<file path="src/rtl/ramp_pkg.sv">
package ramp_pkg;

  localparam logic [1:0] MODE_SAW = 2'd0;
  localparam logic [1:0] MODE_TRI = 2'd1;

  localparam int REG_DEV_BASE   = 0;   // set g deviation at 2*g
  localparam int REG_STEP_BASE  = 1;   // set g step count at 2*g+1
  localparam int REG_TIMER      = 4;
  localparam int REG_CTRL       = 5;
  localparam int REG_FSK        = 6;

  localparam int SHIFT_LSB = 16;
  localparam int DIV2_LSB  = 16;

  typedef enum logic [2:0] {
    PH_UP_A,
    PH_UP_B,
    PH_DN_B,
    PH_DN_A,
    PH_RETURN
  } rampPhase_e;

  typedef struct packed {
    logic clear;     // start low: zero everything
    logic apply;     // a step lands this edge
    logic subtract;  // descending leg
    logic useB;      // second rate set
    logic toZero;    // sawtooth return step
  } ctlStrobe_t;

endpackage

</file>
<file path="src/rtl/ramp_cfg.sv">
module ramp_cfg
  import ramp_pkg::*;
#(
  parameter int DEV_W   = 16,
  parameter int SHIFT_W = 4,
  parameter int STEP_W  = 20,
  parameter int DIV_W   = 12,
  parameter int ADDR_W  = 3,
  parameter int DATA_W  = 32
) (
  input  logic                clk,
  input  logic                rstN,
  input  logic                cfgWe,
  input  logic [ADDR_W-1:0]   cfgAddr,
  input  logic [DATA_W-1:0]   cfgData,
  input  logic                loadCfg,
  output logic [DEV_W-1:0]    actDev [2],
  output logic [SHIFT_W-1:0]  actShift [2],
  output logic [STEP_W-1:0]   actSteps [2],
  output logic [DIV_W-1:0]    actDiv1,
  output logic [DIV_W-1:0]    actDiv2,
  output logic [1:0]          actMode,
  output logic                actDual,
  output logic                actFsk,
  output logic [DEV_W-1:0]    actFskDev,
  output logic [SHIFT_W-1:0]  actFskShift
);

  localparam int NUM_SETS = 2;

  for (genvar g = 0; g < NUM_SETS; g++) begin : gSet
    localparam logic [ADDR_W-1:0] DEV_ADDR  = ADDR_W'(REG_DEV_BASE + 2 * g);
    localparam logic [ADDR_W-1:0] STEP_ADDR = ADDR_W'(REG_STEP_BASE + 2 * g);

    logic [DEV_W-1:0]   shDev,   acDev;
    logic [SHIFT_W-1:0] shShift, acShift;
    logic [STEP_W-1:0]  shSteps, acSteps;

    always_ff @(posedge clk) begin
      if (!rstN) begin
        shDev   <= '0;
        shShift <= '0;
        shSteps <= '0;
      end else if (cfgWe) begin
        if (cfgAddr == DEV_ADDR) begin
          shDev   <= cfgData[DEV_W-1:0];
          shShift <= cfgData[SHIFT_LSB +: SHIFT_W];
        end
        if (cfgAddr == STEP_ADDR) shSteps <= cfgData[STEP_W-1:0];
      end
    end

    always_ff @(posedge clk) begin
      if (!rstN) begin
        acDev   <= '0;
        acShift <= '0;
        acSteps <= '0;
      end else if (loadCfg) begin
        acDev   <= shDev;
        acShift <= shShift;
        acSteps <= shSteps;
      end
    end

    assign actDev[g]   = acDev;
    assign actShift[g] = acShift;
    assign actSteps[g] = acSteps;
  end

  logic [DIV_W-1:0]   shDiv1, shDiv2;
  logic [1:0]         shMode;
  logic               shDual, shFsk;
  logic [DEV_W-1:0]   shFskDev;
  logic [SHIFT_W-1:0] shFskShift;

  always_ff @(posedge clk) begin
    if (!rstN) begin
      shDiv1     <= '0;
      shDiv2     <= '0;
      shMode     <= MODE_SAW;
      shDual     <= 1'b0;
      shFsk      <= 1'b0;
      shFskDev   <= '0;
      shFskShift <= '0;
    end else if (cfgWe) begin
      case (cfgAddr)
        ADDR_W'(REG_TIMER): begin
          shDiv1 <= cfgData[DIV_W-1:0];
          shDiv2 <= cfgData[DIV2_LSB +: DIV_W];
        end
        ADDR_W'(REG_CTRL): begin
          shMode <= cfgData[1:0];
          shDual <= cfgData[2];
          shFsk  <= cfgData[3];
        end
        ADDR_W'(REG_FSK): begin
          shFskDev   <= cfgData[DEV_W-1:0];
          shFskShift <= cfgData[SHIFT_LSB +: SHIFT_W];
        end
        default: ;
      endcase
    end
  end

  always_ff @(posedge clk) begin
    if (!rstN) begin
      actDiv1     <= '0;
      actDiv2     <= '0;
      actMode     <= MODE_SAW;
      actDual     <= 1'b0;
      actFsk      <= 1'b0;
      actFskDev   <= '0;
      actFskShift <= '0;
    end else if (loadCfg) begin
      actDiv1     <= shDiv1;
      actDiv2     <= shDiv2;
      actMode     <= shMode;
      actDual     <= shDual;
      actFsk      <= shFsk;
      actFskDev   <= shFskDev;
      actFskShift <= shFskShift;
    end
  end

endmodule

</file>
<file path="src/rtl/ramp_ctl.sv">
module ramp_ctl
  import ramp_pkg::*;
#(
  parameter int STEP_W = 20,
  parameter int DIV_W  = 12
) (
  input  logic              clk,
  input  logic              rstN,
  input  logic              start,
  input  logic              enable,
  input  logic [1:0]        mode,
  input  logic              dual,
  input  logic [STEP_W-1:0] steps [2],
  input  logic [DIV_W-1:0]  div1,
  input  logic [DIV_W-1:0]  div2,
  output ctlStrobe_t        strb,
  output logic              loadCfg,
  output logic              stepStrobe,
  output logic              sweepDone
);

  localparam int TMR_W = 2 * DIV_W;

  logic             startQ;
  logic             armed;
  logic             modeRun;
  logic             isTri;
  logic [DIV_W-1:0] d1Eff, d2Eff;
  logic [TMR_W-1:0] period;
  logic [TMR_W-1:0] timerCnt;
  logic             timerHit;
  logic             tick;
  rampPhase_e       phase, nextPhase;
  logic [STEP_W-1:0] stepIdx;
  logic [STEP_W-1:0] curSteps, effSteps;
  logic             lastInPhase;
  logic             sweepEnd;

  assign armed   = start && startQ;
  assign isTri   = (mode == MODE_TRI);
  assign modeRun = (mode == MODE_SAW) || isTri;

  assign d1Eff    = (div1 == '0) ? DIV_W'(1) : div1;
  assign d2Eff    = (div2 == '0) ? DIV_W'(1) : div2;
  assign period   = TMR_W'(d1Eff) * TMR_W'(d2Eff);
  assign timerHit = (timerCnt >= period - TMR_W'(1));
  assign tick     = armed && enable && modeRun && timerHit;

  assign curSteps    = (phase == PH_UP_B || phase == PH_DN_B) ? steps[1] : steps[0];
  assign effSteps    = (curSteps == '0) ? STEP_W'(1) : curSteps;
  assign lastInPhase = (phase == PH_RETURN) || (stepIdx == effSteps - STEP_W'(1));
  assign sweepEnd    = tick && lastInPhase && (phase == PH_DN_A || phase == PH_RETURN);

  always_comb begin
    case (phase)
      PH_UP_A: nextPhase = dual ? PH_UP_B : (isTri ? PH_DN_A : PH_RETURN);
      PH_UP_B: nextPhase = isTri ? PH_DN_B : PH_RETURN;
      PH_DN_B: nextPhase = PH_DN_A;
      default: nextPhase = PH_UP_A;
    endcase
  end

  always_ff @(posedge clk) begin
    if (!rstN) startQ <= 1'b0;
    else       startQ <= start;
  end

  always_ff @(posedge clk) begin
    if (!rstN || !armed) begin
      timerCnt <= '0;
      phase    <= PH_UP_A;
      stepIdx  <= '0;
    end else if (enable && modeRun) begin
      if (timerHit) begin
        timerCnt <= '0;
        if (lastInPhase) begin
          phase   <= nextPhase;
          stepIdx <= '0;
        end else begin
          stepIdx <= stepIdx + STEP_W'(1);
        end
      end else begin
        timerCnt <= timerCnt + TMR_W'(1);
      end
    end
  end

  always_ff @(posedge clk) begin
    if (!rstN) begin
      stepStrobe <= 1'b0;
      sweepDone  <= 1'b0;
    end else begin
      stepStrobe <= tick;
      sweepDone  <= sweepEnd;
    end
  end

  assign loadCfg = (start && !startQ) || sweepEnd;

  always_comb begin
    strb.clear    = !start;
    strb.apply    = tick;
    strb.subtract = (phase == PH_DN_A) || (phase == PH_DN_B);
    strb.useB     = (phase == PH_UP_B) || (phase == PH_DN_B);
    strb.toZero   = (phase == PH_RETURN);
  end

endmodule

</file>
<file path="src/rtl/ramp_dp.sv">
module ramp_dp
  import ramp_pkg::*;
#(
  parameter int DEV_W   = 16,
  parameter int SHIFT_W = 4,
  parameter int ACC_W   = 32
) (
  input  logic               clk,
  input  logic               rstN,
  input  ctlStrobe_t         strb,
  input  logic [DEV_W-1:0]   dev [2],
  input  logic [SHIFT_W-1:0] shift [2],
  input  logic               fskEn,
  input  logic [DEV_W-1:0]   fskDev,
  input  logic [SHIFT_W-1:0] fskShift,
  output logic [ACC_W-1:0]   offsetOut
);

  localparam logic [ACC_W-1:0] SAT_MAX = {1'b0, {(ACC_W-1){1'b1}}};
  localparam logic [ACC_W-1:0] SAT_MIN = {1'b1, {(ACC_W-1){1'b0}}};

  function automatic logic [ACC_W-1:0] scaleDev(input logic [DEV_W-1:0] w,
                                                 input logic [SHIFT_W-1:0] s);
    logic signed [ACC_W-1:0] ext;
    ext = signed'({{(ACC_W-DEV_W){w[DEV_W-1]}}, w});
    return ext <<< s;
  endfunction

  function automatic logic [ACC_W-1:0] clip(input logic [ACC_W:0] s);
    if (s[ACC_W] != s[ACC_W-1]) return s[ACC_W] ? SAT_MIN : SAT_MAX;
    return s[ACC_W-1:0];
  endfunction

  function automatic logic [ACC_W-1:0] satAdd(input logic [ACC_W-1:0] a,
                                               input logic [ACC_W-1:0] b);
    return clip({a[ACC_W-1], a} + {b[ACC_W-1], b});
  endfunction

  function automatic logic [ACC_W-1:0] satSub(input logic [ACC_W-1:0] a,
                                               input logic [ACC_W-1:0] b);
    return clip({a[ACC_W-1], a} - {b[ACC_W-1], b});
  endfunction

  logic [ACC_W-1:0] incSet [2];
  logic [ACC_W-1:0] inc, fskInc, acc;
  logic             fskOn;

  for (genvar g = 0; g < 2; g++) begin : gInc
    assign incSet[g] = scaleDev(dev[g], shift[g]);
  end

  assign inc    = strb.useB ? incSet[1] : incSet[0];
  assign fskInc = scaleDev(fskDev, fskShift);

  always_ff @(posedge clk) begin
    if (!rstN || strb.clear) begin
      acc   <= '0;
      fskOn <= 1'b0;
    end else if (strb.apply) begin
      if (strb.toZero)        acc <= '0;
      else if (strb.subtract) acc <= satSub(acc, inc);
      else                    acc <= satAdd(acc, inc);
      fskOn <= fskEn && !fskOn;
    end
  end

  assign offsetOut = satAdd(acc, fskOn ? fskInc : '0);

endmodule

</file>
<file path="src/rtl/step_ramp_gen.sv">
module step_ramp_gen
  import ramp_pkg::*;
#(
  parameter int DEV_W   = 16,
  parameter int SHIFT_W = 4,
  parameter int STEP_W  = 20,
  parameter int DIV_W   = 12,
  parameter int ACC_W   = 32,
  parameter int ADDR_W  = 3,
  parameter int DATA_W  = 32
) (
  input  logic              clk,
  input  logic              rstN,
  input  logic              cfgWe,
  input  logic [ADDR_W-1:0] cfgAddr,
  input  logic [DATA_W-1:0] cfgData,
  input  logic              start,
  input  logic              enable,
  output logic [ACC_W-1:0]  offsetOut,
  output logic              stepStrobe,
  output logic              sweepDone
);

  logic [DEV_W-1:0]   actDev [2];
  logic [SHIFT_W-1:0] actShift [2];
  logic [STEP_W-1:0]  actSteps [2];
  logic [DIV_W-1:0]   actDiv1, actDiv2;
  logic [1:0]         actMode;
  logic               actDual, actFsk;
  logic [DEV_W-1:0]   actFskDev;
  logic [SHIFT_W-1:0] actFskShift;
  logic               loadCfg;
  ctlStrobe_t         strb;

  ramp_cfg #(
    .DEV_W(DEV_W), .SHIFT_W(SHIFT_W), .STEP_W(STEP_W),
    .DIV_W(DIV_W), .ADDR_W(ADDR_W), .DATA_W(DATA_W)
  ) u_cfg (
    .clk(clk), .rstN(rstN), .cfgWe(cfgWe), .cfgAddr(cfgAddr), .cfgData(cfgData),
    .loadCfg(loadCfg), .actDev(actDev), .actShift(actShift), .actSteps(actSteps),
    .actDiv1(actDiv1), .actDiv2(actDiv2), .actMode(actMode), .actDual(actDual),
    .actFsk(actFsk), .actFskDev(actFskDev), .actFskShift(actFskShift)
  );

  ramp_ctl #(.STEP_W(STEP_W), .DIV_W(DIV_W)) u_ctl (
    .clk(clk), .rstN(rstN), .start(start), .enable(enable), .mode(actMode),
    .dual(actDual), .steps(actSteps), .div1(actDiv1), .div2(actDiv2),
    .strb(strb), .loadCfg(loadCfg), .stepStrobe(stepStrobe), .sweepDone(sweepDone)
  );

  ramp_dp #(.DEV_W(DEV_W), .SHIFT_W(SHIFT_W), .ACC_W(ACC_W)) u_dp (
    .clk(clk), .rstN(rstN), .strb(strb), .dev(actDev), .shift(actShift),
    .fskEn(actFsk), .fskDev(actFskDev), .fskShift(actFskShift), .offsetOut(offsetOut)
  );

endmodule

</file>
<file path="config.mk">
export PLATFORM = sky130hd
export DESIGN_NAME = step_ramp_gen
export DESIGN_NICKNAME = d
export VERILOG_FILES = /design/src/rtl/ramp_pkg.sv /design/src/rtl/ramp_cfg.sv /design/src/rtl/ramp_ctl.sv /design/src/rtl/ramp_dp.sv /design/src/rtl/step_ramp_gen.sv
export SDC_FILE = /design/constraint.sdc
export NUM_CORES = 2
export LEC_CHECK = 0
export ABC_AREA = 1
export CORE_ASPECT_RATIO = 1.4
export CORE_MARGIN = 4
export CORE_UTILIZATION = 45
export DETAILED_ROUTE_END_ITERATION = 10
export DONT_BUFFER_PORTS = 1
export SYNTH_ARGS = -nofsm -noshare
export SYNTH_HDL_FRONTEND = slang
export SYNTH_SLANG_ARGS = --single-unit
</file>
<file path="constraint.sdc">
create_clock -name clk -period 7.4 [get_ports clk]
set_clock_uncertainty 0.1 [all_clocks]
set_input_delay 0 -clock clk [delete_from_list [all_inputs] [get_ports clk]]
set_output_delay 0 -clock clk [all_outputs]
set_load 0.005 [all_outputs]
</file>
==> impl_metrics.yaml <==
run_status:
  status: "complete, but fails checks"
  violations: "negative hold slack, negative setup slack"
synth:
  synth.distinct_cells: 52
  synth_nets: 4737
  ys.flop_type: "dfxtp_1"
  synth-adder-area-share_pct: 16.3
  synth_xor_area_share_pct: 4.95
  synthArstFlopShare_pct: 0
  yosysTopAreaCellShare_pct: 23.7
  synthSimpleGateAreaFrac_pct: 26.1
  syn_area_mm2: 0.0286
  syn_avg_cell_area_um2: 6.51
  synth_top_family_by_area: "simple AND/OR/NAND/NOR gates"
  synth.area.top_cells: "dfxtp_1 (24%), nand2_1 (12%), inv_1 (8.6%), ha_1 (8.5%), nor2_1 (7.8%)"
  synth_area_leader_cell: "dfxtp_1"
  synth.mux.area_fraction_pct: 0.665
  ys_seq_elements: 339
  synth-warning-count: 0
  synth_cells: 4392
  synth-edff-count: 0
  ys_seq_area_share_pct: 23.7
  synth_compound_area_share_pct: 16.1
grt:
  overflow: 0
  grt_max_degree: 222
  grtUsageTotal_pct: 27.1
  first_global_vias: 27900
  antenna_found_initial: 5
  grt_pass1_wl_um: 149000
flow_run:
  cap_violations: 0
worst_hold_path:
  hold_class: "primary input to register"
  hold_depth: 4
setup_path:
  cp.required_ns: 7.75
  cp-start-kind: "register"
  arrival_ns: 7.78
  critPathCaptureType: "register"
  cp_slowest_cell: "fa_1"
  critPathMaxFanout: 10
  crit_type: "register to register"
  r2r_cells: 41
  max_stage_delay_ns: 0.54
cells_and_area:
  final_cell_mix: "nand2_1 (857), inv_1 (641), nor2_1 (582)"
  final_net_count: 4834
  final_layout_size_suffix_gt1_share_pct: 9.64
  instances_no_fill: 5352
  final_common_cell: "nand2_1"
  area_growth_pct: 17.2
sta:
  setup_viol_count_final: 31
  finalMaxSlewViolations: 0
  slew_headroom_pct: 23.7
  max_freq_ghz: 0.135
  rsz0062_at_grt: "yes"
  fin_crit_sh_pct: 100
  hold_viol: 2
  fin_crit_ns: 7.43
  fin_ws_ns: -0.0302
  whs_ns: -0.0228
  worst_pin_slew_ns: 1.13
pwr:
  vdd.ir_drop.worst_mv: 0.153
  cellLeakagePower_uw: 0.0163
  power.density_mw_per_mm2: 179
  fin_total_pwr_uw: 6010
die:
  fp-row-count: 109
  die-area_mm2: 0.0677
  die_x_um: 221
  start_util_pct: 45.4
  core-area_mm2: 0.0630
  io_pins: 74
  die_h_um: 306
routing:
  drt-initial-drc-count: 1870
  drc: 0
  via_per_inst: 5.28
  finalWirelength_um: 95200
  routedWlPerCell_um: 17.8
  num_vias: 28300
  firstDrtPassIters: 6
  antenna_left: 0
clock_tree:
  numCtsBuffers: 39
  cts.sinks: 339
  h-tree-depth: 2
  cts-root-buf: "clkbuf_16"
  clkLatencyLatePin_ns: 0.58
  cts_tree: "done"
  clk_pin_slew_ns: 0.06
  cts_buffer_depth: 3
placement:
  gp_congestion: 1.00
  placed_cells: 5134
  port_buffers: 0
  dp.final_hpwl_um: 67700
==> metal layers <==
layer  GRT usage, %  share of wire [%]  routed length, µm
met2           49.7                 51              48500
met4           18.8                7.9               7540
met3           3.08                3.4               3220
met1           28.9                 38              36000
met5              0                  0                  0
==> metrics by stage <==
step	util, %	area, µm²	hold WS [ns]	TNS, ns	setup WS (ns)
after global placement	47.2	29800	0.0384	-77.08	-0.469
after detailed placement	47.2	29800	0.0432	-94.20	-0.576
after global routing	53.2	33500	0.0382	-65.74	-0.463
after CTS	51.9	32700	-0.0241	-0.00438	-0.00438
final	53.2	33500	-0.0228	-0.309	-0.0302
after floorplan	-	28600	0.0349	0	0.0130
==> area by class of cell <==
cell class              count  area, µm²
diodes                      6       15.0
clock buffers              51       1110
clock inverters            15        219
fillers                  6456      29500
inverters                 667       2500
multi-input cells        3170      19100
flip-flops and latches    339       6830
well taps                 832       1040
repair buffers            272       2730
==> synthesized netlist by cell type, types with 21 or more instances <==
cell type / count
xnor2_1: 39
inv_1: 655
o21ai_0: 367
clkbuf_1: 158
dfxtp_1: 339
nand3_1: 241
nor3_1: 37
xor2_1: 120
nand2_1: 878
buf_1: 21
a21oi_1: 341
nand4_1: 34
fa_1: 111
ha_1: 194
nor2_1: 595
o22ai_1: 29
==> report_power, final <==
group / internal (µW) / total, µW / switching, µW
Clock: 1180 / 2030 / 855
Combinational: 835 / 2010 / 1180
Sequential: 1900 / 1960 / 63.7
==> registers in the layout (all words and copies together) (netlist names), 20 cells and up <==
name,count
u_cfg.gSet.acDev,32
u_dp.acc,32
u_cfg.gSet.shDev,32
u_cfg.gSet.acSteps,40
u_ctl.timerCnt,24
u_ctl.stepIdx,20
u_cfg.gSet.shSteps,40
==> worst max-delay path: cells and delay by family (launching register included) <==
kind	cells	cell delay, ns
XOR/XNOR	1	0.13
AND/OR/NAND/NOR	18	1.79
adder cells (fa/ha/maj)	7	3.17
flip-flops	1	0.33
buffers and inverters	13	1.49
AO/OA/AOI/OAI	2	0.28
==> kinds of logic (layout without fill, tap and decap cells) <==
kind of cell | count (synthesis) | in the layout
mux | 19 | 19
other cells | 0 | 6
fa+ha+maj | 305 | 305
flops | 339 | 339
xor+xnor | 160 | 160
compound gates | 853 | 853
simple gates | 1831 | 1833
buf+inv | 885 | 1005
==> worst paths after layout <==
| path | slack (ns) | end | startpoint |
|---|---|---|---|
| worst max-delay path | -0.03 | u_cfg.actFskDev[15]$_SDFFE_PN0P_ | u_cfg.actDiv1[5]$_SDFFE_PN0P_ |
| worst min-delay path | -0.02 | u_cfg.actDiv1[5]$_SDFFE_PN0P_ | start |
| worst max register to register | -0.03 | u_cfg.actFskDev[15]$_SDFFE_PN0P_ | u_cfg.actDiv1[5]$_SDFFE_PN0P_ |
| worst min register to register | 0.35 | u_cfg.gSet[1].shSteps[11]$_SDFFE_PN0P_ | u_cfg.gSet[1].shSteps[11]$_SDFFE_PN0P_ |
==> what timing repair did <==
action / in CTS / in global routing
endpoints found under the hold margin: 297 / 0
hold buffers: 104 / 0
setup endpoints to repair: 209 / 210
gates resized for setup: 79 / 135
cloned: 1 / 11
buffers inserted: 28 / 3
pin swaps: 57 / 62
Note: power is estimated with default switching activity, not from simulation.
